--- config.mk ---
export PLATFORM = sky130hd
export DESIGN_NAME = ptw_walker
export DESIGN_NICKNAME = d
export VERILOG_FILES = /design/src/rtl/ptw_pkg.sv /design/src/rtl/ptw_canon_chk.sv /design/src/rtl/ptw_index_sel.sv /design/src/rtl/ptw_entry_dec.sv /design/src/rtl/ptw_walker.sv
export SDC_FILE = /design/constraint.sdc
export NUM_CORES = 1
export LEC_CHECK = 0
export ABC_CLOCK_PERIOD_IN_PS = 2900
export CORE_MARGIN = 3
export CORE_UTILIZATION = 40
export CTS_CLUSTER_DIAMETER = 60
export DETAILED_ROUTE_END_ITERATION = 6
export HOLD_SLACK_MARGIN = 0.02
export PLACE_DENSITY_LB_ADDON = 0.1
export SYNTH_ARGS = -nofsm -noshare
export SYNTH_HDL_FRONTEND = slang
export SYNTH_SLANG_ARGS = --single-unit
--- constraint.sdc ---
create_clock -name clk -period 2.9 [get_ports clk]
set_input_delay 0.435 -clock clk [delete_from_list [all_inputs] [get_ports clk]]
set_output_delay 0.435 -clock clk [all_outputs]
set_load 0.02 [all_outputs]
--- src/rtl/ptw_pkg.sv ---
package ptw_pkg;

   typedef enum logic [1:0] {
      FLT_NONE       = 2'b00,
      FLT_NONCANON   = 2'b01,
      FLT_NOTPRESENT = 2'b10
   } ptw_fault_e;

   typedef enum logic [1:0] {
      ST_IDLE,
      ST_REQ,
      ST_WAIT,
      ST_DONE
   } ptw_state_e;

   typedef struct packed {
      logic wr;
      logic usr;
      logic nx;
   } ptw_perm_t;

endpackage

--- src/rtl/ptw_canon_chk.sv ---
module ptw_canon_chk #(
   parameter int ADDR_W  = 64,
   parameter int VA_BITS = 48
) (
   input  logic [ADDR_W-1:0] vaddr,
   output logic              canonical
);
   generate
      if (VA_BITS >= ADDR_W) begin : g_full
         assign canonical = 1'b1;
      end else begin : g_ext
         logic [ADDR_W-VA_BITS:0] upper;
         assign upper     = vaddr[ADDR_W-1:VA_BITS-1];
         assign canonical = (&upper) | ~(|upper);
      end
   endgenerate
endmodule

--- src/rtl/ptw_index_sel.sv ---
module ptw_index_sel #(
   parameter int LEVELS = 4,
   parameter int IDX_W  = 9,
   localparam int LVL_W = (LEVELS > 1) ? $clog2(LEVELS) : 1
) (
   input  logic [LEVELS*IDX_W-1:0] vpn,
   input  logic [LVL_W-1:0]        level,
   output logic [IDX_W-1:0]        index
);
   logic [IDX_W-1:0] slice [LEVELS];

   // level 0 is the top table and uses the most significant slice
   generate
      for (genvar g = 0; g < LEVELS; g++) begin : g_slice
         assign slice[g] = vpn[(LEVELS-1-g)*IDX_W +: IDX_W];
      end
   endgenerate

   assign index = slice[level];
endmodule

--- src/rtl/ptw_entry_dec.sv ---
module ptw_entry_dec
   import ptw_pkg::*;
#(
   parameter int ADDR_W  = 64,
   parameter int ENTRY_W = 64,
   parameter int PA_W    = 52,
   parameter int OFS_W   = 12,
   parameter int WR_BIT  = 1,
   parameter int USR_BIT = 2,
   parameter int NX_BIT  = 63
) (
   input  logic [ENTRY_W-1:0] entry,
   output logic               present,
   output ptw_perm_t          perm,
   output logic [ADDR_W-1:0]  frame_base
);
   assign present    = entry[0];
   assign perm.wr    = entry[WR_BIT];
   assign perm.usr   = entry[USR_BIT];
   assign frame_base = {{(ADDR_W-PA_W){1'b0}}, entry[PA_W-1:OFS_W], {OFS_W{1'b0}}};

   generate
      if (NX_BIT < ENTRY_W && NX_BIT >= PA_W) begin : g_nx
         assign perm.nx = entry[NX_BIT];
      end else begin : g_no_nx
         assign perm.nx = 1'b0;
      end
   endgenerate

   logic unused_entry_bits;
   assign unused_entry_bits = ^{entry[ENTRY_W-1:PA_W], entry[OFS_W-1:USR_BIT+1]};
endmodule

--- src/rtl/ptw_walker.sv ---
module ptw_walker
   import ptw_pkg::*;
#(
   parameter int ADDR_W  = 64,
   parameter int VA_BITS = 48,
   parameter int LEVELS  = 4,
   parameter int IDX_W   = 9,
   parameter int OFS_W   = 12,
   parameter int PA_W    = 52,
   parameter int ENTRY_W = 64
) (
   input  logic              clk,
   input  logic              rst_n,
   input  logic              start_i,
   input  logic [63:0]       vaddr_i,
   input  logic [63:0]       root_base_i,
   output logic              mem_req_valid_o,
   input  logic              mem_req_ready_i,
   output logic [63:0]       mem_req_addr_o,
   input  logic              mem_rsp_valid_i,
   input  logic [63:0]       mem_rsp_data_i,
   output logic              done_o,
   output logic              busy_o,
   output logic [63:0]       paddr_o,
   output logic              perm_w_o,
   output logic              perm_u_o,
   output logic              perm_nx_o,
   output logic [1:0]        fault_o
);
   localparam int LVL_W    = $clog2(LEVELS);
   localparam int CNT_W    = LVL_W + 1;
   localparam int ENTRY_SH = $clog2(ENTRY_W / 8);
   localparam int VPN_W    = LEVELS * IDX_W;
   localparam logic [LVL_W-1:0] LAST_LVL = LVL_W'(LEVELS - 1);

   generate
      if (ADDR_W != 64 || ENTRY_W != 64) begin : g_bad_width
         $error("ptw_walker: port widths are fixed at 64 bits");
      end
      if (VA_BITS != OFS_W + VPN_W) begin : g_bad_split
         $error("ptw_walker: VA_BITS must equal OFS_W + LEVELS*IDX_W");
      end
      if (LEVELS < 2 || (1 << LVL_W) != LEVELS) begin : g_bad_levels
         $error("ptw_walker: LEVELS must be a power of two, at least 2");
      end
      if (PA_W <= OFS_W || PA_W > ADDR_W) begin : g_bad_pa
         $error("ptw_walker: PA_W out of range");
      end
   endgenerate

   ptw_state_e             st_q;
   logic [LVL_W-1:0]       lvl_q;
   logic [ADDR_W-1:0]      base_q;
   logic [VA_BITS-1:0]     va_q;
   ptw_perm_t              perm_q;
   logic [ADDR_W-1:0]      paddr_q;
   ptw_fault_e             fault_q;

   logic                   canon;
   logic [IDX_W-1:0]       idx;
   logic                   ent_present;
   ptw_perm_t              ent_perm;
   logic [ADDR_W-1:0]      ent_frame;
   logic [ADDR_W-1:0]      root_frame;
   logic [ADDR_W-1:0]      entry_addr;

   ptw_canon_chk #(.ADDR_W(ADDR_W), .VA_BITS(VA_BITS)) u_canon (
      .vaddr     (vaddr_i),
      .canonical (canon)
   );

   ptw_index_sel #(.LEVELS(LEVELS), .IDX_W(IDX_W)) u_idx (
      .vpn   (va_q[VA_BITS-1:OFS_W]),
      .level (lvl_q),
      .index (idx)
   );

   ptw_entry_dec #(
      .ADDR_W(ADDR_W), .ENTRY_W(ENTRY_W), .PA_W(PA_W), .OFS_W(OFS_W)
   ) u_dec (
      .entry      (mem_rsp_data_i),
      .present    (ent_present),
      .perm       (ent_perm),
      .frame_base (ent_frame)
   );

   assign root_frame = {{(ADDR_W-PA_W){1'b0}}, root_base_i[PA_W-1:OFS_W], {OFS_W{1'b0}}};
   assign entry_addr = base_q + ({{(ADDR_W-IDX_W){1'b0}}, idx} << ENTRY_SH);

   logic unused_root_bits;
   assign unused_root_bits = ^{root_base_i[ADDR_W-1:PA_W], root_base_i[OFS_W-1:0]};

   always_ff @(posedge clk) begin
      if (!rst_n) begin
         st_q    <= ST_IDLE;
         lvl_q   <= '0;
         base_q  <= '0;
         va_q    <= '0;
         perm_q  <= '0;
         paddr_q <= '0;
         fault_q <= FLT_NONE;
      end else begin
         unique case (st_q)
            ST_IDLE: begin
               if (start_i) begin
                  va_q    <= vaddr_i[VA_BITS-1:0];
                  lvl_q   <= '0;
                  base_q  <= root_frame;
                  paddr_q <= '0;
                  if (canon) begin
                     perm_q  <= '{wr: 1'b1, usr: 1'b1, nx: 1'b0};
                     fault_q <= FLT_NONE;
                     st_q    <= ST_REQ;
                  end else begin
                     perm_q  <= '0;
                     fault_q <= FLT_NONCANON;
                     st_q    <= ST_DONE;
                  end
               end
            end
            ST_REQ: begin
               if (mem_req_ready_i) st_q <= ST_WAIT;
            end
            ST_WAIT: begin
               if (mem_rsp_valid_i) begin
                  if (!ent_present) begin
                     perm_q  <= '0;
                     fault_q <= FLT_NOTPRESENT;
                     st_q    <= ST_DONE;
                  end else begin
                     perm_q.wr  <= perm_q.wr  & ent_perm.wr;
                     perm_q.usr <= perm_q.usr & ent_perm.usr;
                     perm_q.nx  <= perm_q.nx  | ent_perm.nx;
                     base_q     <= ent_frame;
                     if (lvl_q == LAST_LVL) begin
                        paddr_q <= ent_frame | {{(ADDR_W-OFS_W){1'b0}}, va_q[OFS_W-1:0]};
                        st_q    <= ST_DONE;
                     end else begin
                        lvl_q <= lvl_q + 1'b1;
                        st_q  <= ST_REQ;
                     end
                  end
               end
            end
            ST_DONE: st_q <= ST_IDLE;
            default: st_q <= ST_IDLE;
         endcase
      end
   end

   assign mem_req_valid_o = (st_q == ST_REQ);
   assign mem_req_addr_o  = entry_addr;
   assign done_o          = (st_q == ST_DONE);
   assign busy_o          = (st_q != ST_IDLE);
   assign paddr_o         = paddr_q;
   assign perm_w_o        = perm_q.wr;
   assign perm_u_o        = perm_q.usr;
   assign perm_nx_o       = perm_q.nx;
   assign fault_o         = fault_q;

   // ---------------- assertion support: reads per walk ----------------
   logic [CNT_W-1:0] rd_cnt_q;
   always_ff @(posedge clk) begin
      if (!rst_n) rd_cnt_q <= '0;
      else if (start_i && !busy_o) rd_cnt_q <= '0;
      else if (mem_req_valid_o && mem_req_ready_i) rd_cnt_q <= rd_cnt_q + 1'b1;
   end

   assert_reset_quiet_R1: assert property (@(posedge clk)
      $rose(rst_n) |-> !done_o && !busy_o && !mem_req_valid_o);

   assert_noncanon_no_read_R2: assert property (@(posedge clk) disable iff (!rst_n)
      done_o && fault_o == FLT_NONCANON |-> rd_cnt_q == '0);

   assert_full_walk_reads_R5: assert property (@(posedge clk) disable iff (!rst_n)
      done_o && fault_o == FLT_NONE |-> rd_cnt_q == CNT_W'(LEVELS));

   assert_absent_stops_R6: assert property (@(posedge clk) disable iff (!rst_n)
      mem_rsp_valid_i && !mem_rsp_data_i[0] && busy_o && !mem_req_valid_o
      |=> done_o && fault_o == FLT_NOTPRESENT);

   assert_req_hold_R8: assert property (@(posedge clk) disable iff (!rst_n)
      mem_req_valid_o && !mem_req_ready_i |=> mem_req_valid_o && $stable(mem_req_addr_o));

   assert_no_req_with_rsp_R8: assert property (@(posedge clk) disable iff (!rst_n)
      mem_rsp_valid_i |-> !mem_req_valid_o);

   assert_done_pulse_R10: assert property (@(posedge clk) disable iff (!rst_n)
      done_o |=> !done_o && !busy_o);

endmodule

After elaboration in Yosys (flattened, before gate mapping)

Index checks and enable logic that the tools add are counted.

Register bits after elaboration: 185
Bits in latches: 0
Memories kept: 0
Logic and storage cells: 76
RAM bits: 0
Memory bits (read-only): 0

Multiplexer cells: 34
Multiply operators: 0
Reduce and logical (&&, ||, !) cells: 12
Add/subtract/negate cells: 2
Shift operators: 0
Eq/ne operators: 11
$lt $le $gt $ge: 1
Divide/modulo/power cells: 0
Bitwise gates (word level): 7

Operator list:

| operator                                                 | number |
|---|---|
| 2-to-1 mux 64 bit                                        | 7 |
| case mux 64 bit (2 select lines)                         | 2 |
| adder 64 x 12 -> 64 bit                                  | 1 |
| OR 52 x 12 -> 52 bit                                     | 1 |
| 2-to-1 mux 2 bit                                         | 13 |
| binary-select mux 9 bit (select 2 bit)                   | 1 |
| 2-to-1 mux 9 bit                                         | 2 |
| AND reduction 17 bit                                     | 1 |
| OR reduction 17 bit                                      | 1 |
| 2-to-1 mux 3 bit                                         | 4 |
| != test 2 bit, second input constant                     | 6 |
| AND reduction 5 bit                                      | 2 |
| case mux 2 bit (2 select lines)                          | 2 |
| case mux 2 bit (4 select lines)                          | 1 |
| AND reduction 4 bit                                      | 2 |
| equality test 2 bit, second input constant               | 3 |
| case mux 3 bit (2 select lines)                          | 1 |
| AND reduction 3 bit                                      | 2 |
| nonzero test 2 bit                                       | 2 |
| greater-or-equal comparator 3 bit, second input constant | 1 |
| inverter 2 -> 3 bit                                      | 1 |
| adder 2 x 1 -> 2 bit, second input constant              | 1 |
| AND 1 bit                                                | 2 |
| equality test 2 x 1 -> 1 bit, second input constant      | 1 |
| other kinds (6)                                          | 7 |

Longest topological paths before layout

Depth in word-level cells: 6
Depth in mapped cells: 8
Gate-level depth less buffers: 5

Modules after synthesis

From an unflattened synthesis, not the netlist that was laid out.

Cells, all modules: 1202
Area total of the unflattened synthesis: 9780.6 um2

Modules (own cells, without submodules):

| module        | area an instance (um2) | times used | cells an instance |
|---|---|---|---|
| ptw_walker    | 8948.6                 | 1          | 1110 |
| ptw_entry_dec | 514.2                  | 1          | 69 |
| ptw_index_sel | 219.0                  | 1          | 11 |
| ptw_canon_chk | 98.8                   | 1          | 12 |

Least setup slack after synthesis

OpenSTA, ideal clock, no wires.

Kind: reg-to-output
From: register lvl_q[1]
To: output port mem_req_addr_o[10]
Path slack: 1.283 ns
Cell stages (with the launch flop): 3
Required time: 2.465 ns
Buffers on the path: 1
Arrival time: 1.182 ns
Cells stage by stage: dfxtp_1 -> buf_2 -> mux4_2

Longest elaborated chain between the ends: 5

Ends and longest elaborated chain:

| element                                             | line                | text |
|---|---|---|
| start: declaration                                  | ptw_walker.sv:52    | `logic [LVL_W-1:0] lvl_q;` |
| start signal: assignment                            | ptw_walker.sv:139   | `lvl_q <= lvl_q + 1'b1;` |
| inverter 2 -> 3 bit (implied by the code)           | ptw_index_sel.sv:19 | `assign index = slice[level];` |
| binary-select mux 9 bit (select 2 bit)              | ptw_index_sel.sv:19 |  |
| 2-to-1 mux 9 bit (implied by the code) (2 in a row) | ptw_index_sel.sv:19 |  |
| adder 64 x 12 -> 64 bit                             | ptw_walker.sv:88    | `assign entry_addr = base_q + ({{(ADDR_W-IDX_W){1'b0}}, idx} << ENTRY_SH);` |
| end: declaration                                    | ptw_walker.sv:19    | `output logic [63:0] mem_req_addr_o,` |

No other way between the ends. The select of a mux whose other input is x is not followed.

Final worst setup path

Same ends and word-level chain as after synthesis.

==> reports/metrics.yaml <==
layout:
  finalNonFillerCells: 1219
  n_antenna_cell: 0
  num-fill-cells: 1407
  nets: 1193
  area_growth_pct: 50.8
  drive_gt1_frac: 0.0625
  register_area_sq_mm: 0.00298
  multi_input_area_sq_mm: 0.00313
worst_setup_path:
  crit_fanout: 6
  cp-end-kind: "primary output"
  critPathLaunchType: "flop"
  cp.arrival_ps: 2270
  criticalPathCategory: "reg2out"
  worstPathRequired_ps: 2470
  r2r_cells: 5
placement:
  numPlacedInstances: 1187
  hpwl_microns: 13200
  place.gp.congestion: 0.759
  io_buffers: 261
clock_network:
  hold_buffers: 0
  clkSinkCount: 149
  cts_made_buffers: 17
  cts-root-buf: "clkbuf_16"
  h-tree-depth: 4
  clk_path_buf_depth: 2
  cts_tree: "yes"
  clk_pin_slew_worst_paths_ps: 60
  cts_setup_buffers: 0
  clk_latency_ps: 420
  post_cts_resized: 0
synth:
  synth_top_family_by_area: "simple AND/OR/NAND/NOR gates"
  synthDistinctLibCells: 36
  synth_ff_type: "dfxtp_1"
  yosysSeqAreaShare: 0.460
  synthAdderAreaFrac: 0.00193
  yosys-top-cells-count: "228 x nand2_1, 149 x dfxtp_1, 80 x nand3_1, 78 x a21boi_0, 40 x o211a_1"
  synth-warning-count: 0
  synth_area_sq_mm: 0.00649
  synth-seq-cells: 149
  synthMuxAreaShare: 0.0312
  synth_edf_count: 0
  synth.avg_cell_area_sq_um: 8.50
  yosysTopAreaCellShare: 0.460
  synthTopCellsByArea: "dfxtp_1 46%, nand2_1 13%, a21boi_0 9.0%"
  synth-simple-area-share: 0.228
  synth_area_leader_cell: "dfxtp_1"
  yosysMostFrequentCell: "nand2_1"
  async_reset_ff_frac: 0
  synth-compound-area-share: 0.200
  synth-xor-area-share: 0
  synth_cells: 764
job:
  cap_violations: 0
sta:
  fin_skew_ps: 6.57
  finalSetupTns_ps: 0
  drv_slew: 0
  min_period_over_period: 0.931
  worstMarginPinSlew_ps: 938
  setup_viol: 0
  fin_crit_ps: 2700
  slew_headroom: 0.372
  rsz0062_at_grt: "false"
  hold_viol: 0
  max_freq_mhz: 370
detailed_routing:
  route.vias.total: 5947
  route.detailed.drc: 0
  via_per_inst: 4.88
  drt_first_pass_iters: 4
  routedWlPerCell_microns: 15.4
  drt_iter0_drc: 278
  postRouteAntennaNets: 0
  routed_wl_microns: 18800
global_routing:
  grt_pass1_wl_microns: 29200
  grtUsageTotal: 0.204
  use_met3: 0.0797
  grt-ovfl-total: 0
  grt-busiest-layer: "met2"
  antenna_found_initial: 0
  globalRouteMet1Util: 0.249
  grt_pass1_vias: 5495
  grt_max_degree: 84
  gr-usage-met2: 0.337
floorplan:
  fp.dieW_microns: 133
  std_cell_rows: 45
  ios: 333
  core_sq_mm: 0.0155
  die_h_microns: 133
  die_area_sq_mm: 0.0178
  start_util: 0.418
power_and_ir_drop:
  seqPwrFrac: 0.392
  pwr_density_cell_mw_per_mm2: 593
  p_int_uw: 4170
  power.share.clock: 0.395
  total_power_uw: 5810
  irDropWorstVdd_mv: 0.363
  p_comb_frac: 0.212
  leakage_uw: 0.00393
  swShare: 0.282
  p_sw_uw: 1640
hold_path:
  worstHoldPathType: "reg2reg"
  whs_path_depth: 2
outcome:
  outcome: "complete, no violations"
## worst paths after layout
check        slack, ps                  to   startpoint
max                200  mem_req_addr_o[10]     lvl_q[1]
min                450         paddr_o[47]  paddr_o[47]
max reg2reg        650         paddr_o[28]      st_q[1]
min reg2reg        450         paddr_o[47]  paddr_o[47]
## metrics by stage
step | instance area [sq um] | util | worst slack (ps) | hold slack [ps]
global placement | 9180 | 0.591 | 563 | 441
CTS | 9790 | 0.630 | 142 | 439
finish | 9790 | 0.630 | 199 | 452
floorplan | 6590 | - | 1280 | 440
detailed placement | 9180 | 0.591 | 544 | 446
global route | 9790 | 0.630 | 56.5 | 452
## metal layers
| layer | vias up | share of wire |
|---|---|---|
| li1 | 3024 | - |
| met1 | 2724 | 0.42 |
| met2 | 187 | 0.49 |
| met5 | - | 0 |
| met4 | 0 | 0.011 |
| met3 | 12 | 0.085 |
## logic make-up (layout without fill, tap and decap cells)
| group | after synthesis | after routing |
|---|---|---|
| buf+inv | 96 | 314 |
| compound gates | 162 | 162 |
| simple gates | 346 | 346 |
| mux | 9 | 9 |
| fa+ha+maj | 1 | 1 |
| flops | 149 | 149 |
| other cells | 1 | 27 |
## cell type report
type                            count  share of cell area
Timing Repair Buffer              277               0.284
Clock inverter                     13              0.0175
Tap cell                          211              0.0270
Sequential cell                   149               0.305
Multi-Input combinational cell    545               0.320
Clock buffer                       19              0.0452
Inverter                            5             0.00192
## power groups by stage
stage | logic, uW | clock network [uW] | registers [uW]
6_report | 1230 | 2300 | 2280
5_1_grt | 1340 | 2440 | 2300
4_1_cts | 1250 | 2340 | 2280
3_5_place_dp | 1250 | 0 | 2320
3_3_place_gp | 1250 | 0 | 2320
2_1_floorplan | 582 | 0 | 2420
## cells in the final DEF, fill, tap and decap left out, drive strengths merged, types with 5 or more instances in the layout
cell,synthesis,layout
a22oi,13,13
mux4,9,9
buf,53,17
nor2,7,7
clkbuf,38,19
o211a,40,40
conb,1,27
nand4,5,5
inv,5,9
dfxtp,149,149
o21ai,8,8
nor2b,16,16
nand3,80,80
clkdlybuf4s50,0,260
nand2,228,228
a21boi,89,89
## sequential cells by signal, summed over array words and instances, names as in the netlist
register,flops
base_q,40
paddr_o,52
st_q,2
perm_u_o,1
lvl_q,2
va_q,48
perm_w_o,1
perm_nx_o,1
fault_o,2
## worst max-delay path: stages, from the launching register on
cell and delay (ps):
dfxtp_1 510, buf_4 260, mux4_2 510, clkdlybuf4s50_1 580
No activity file was read; power rests on OpenSTA's default activity.
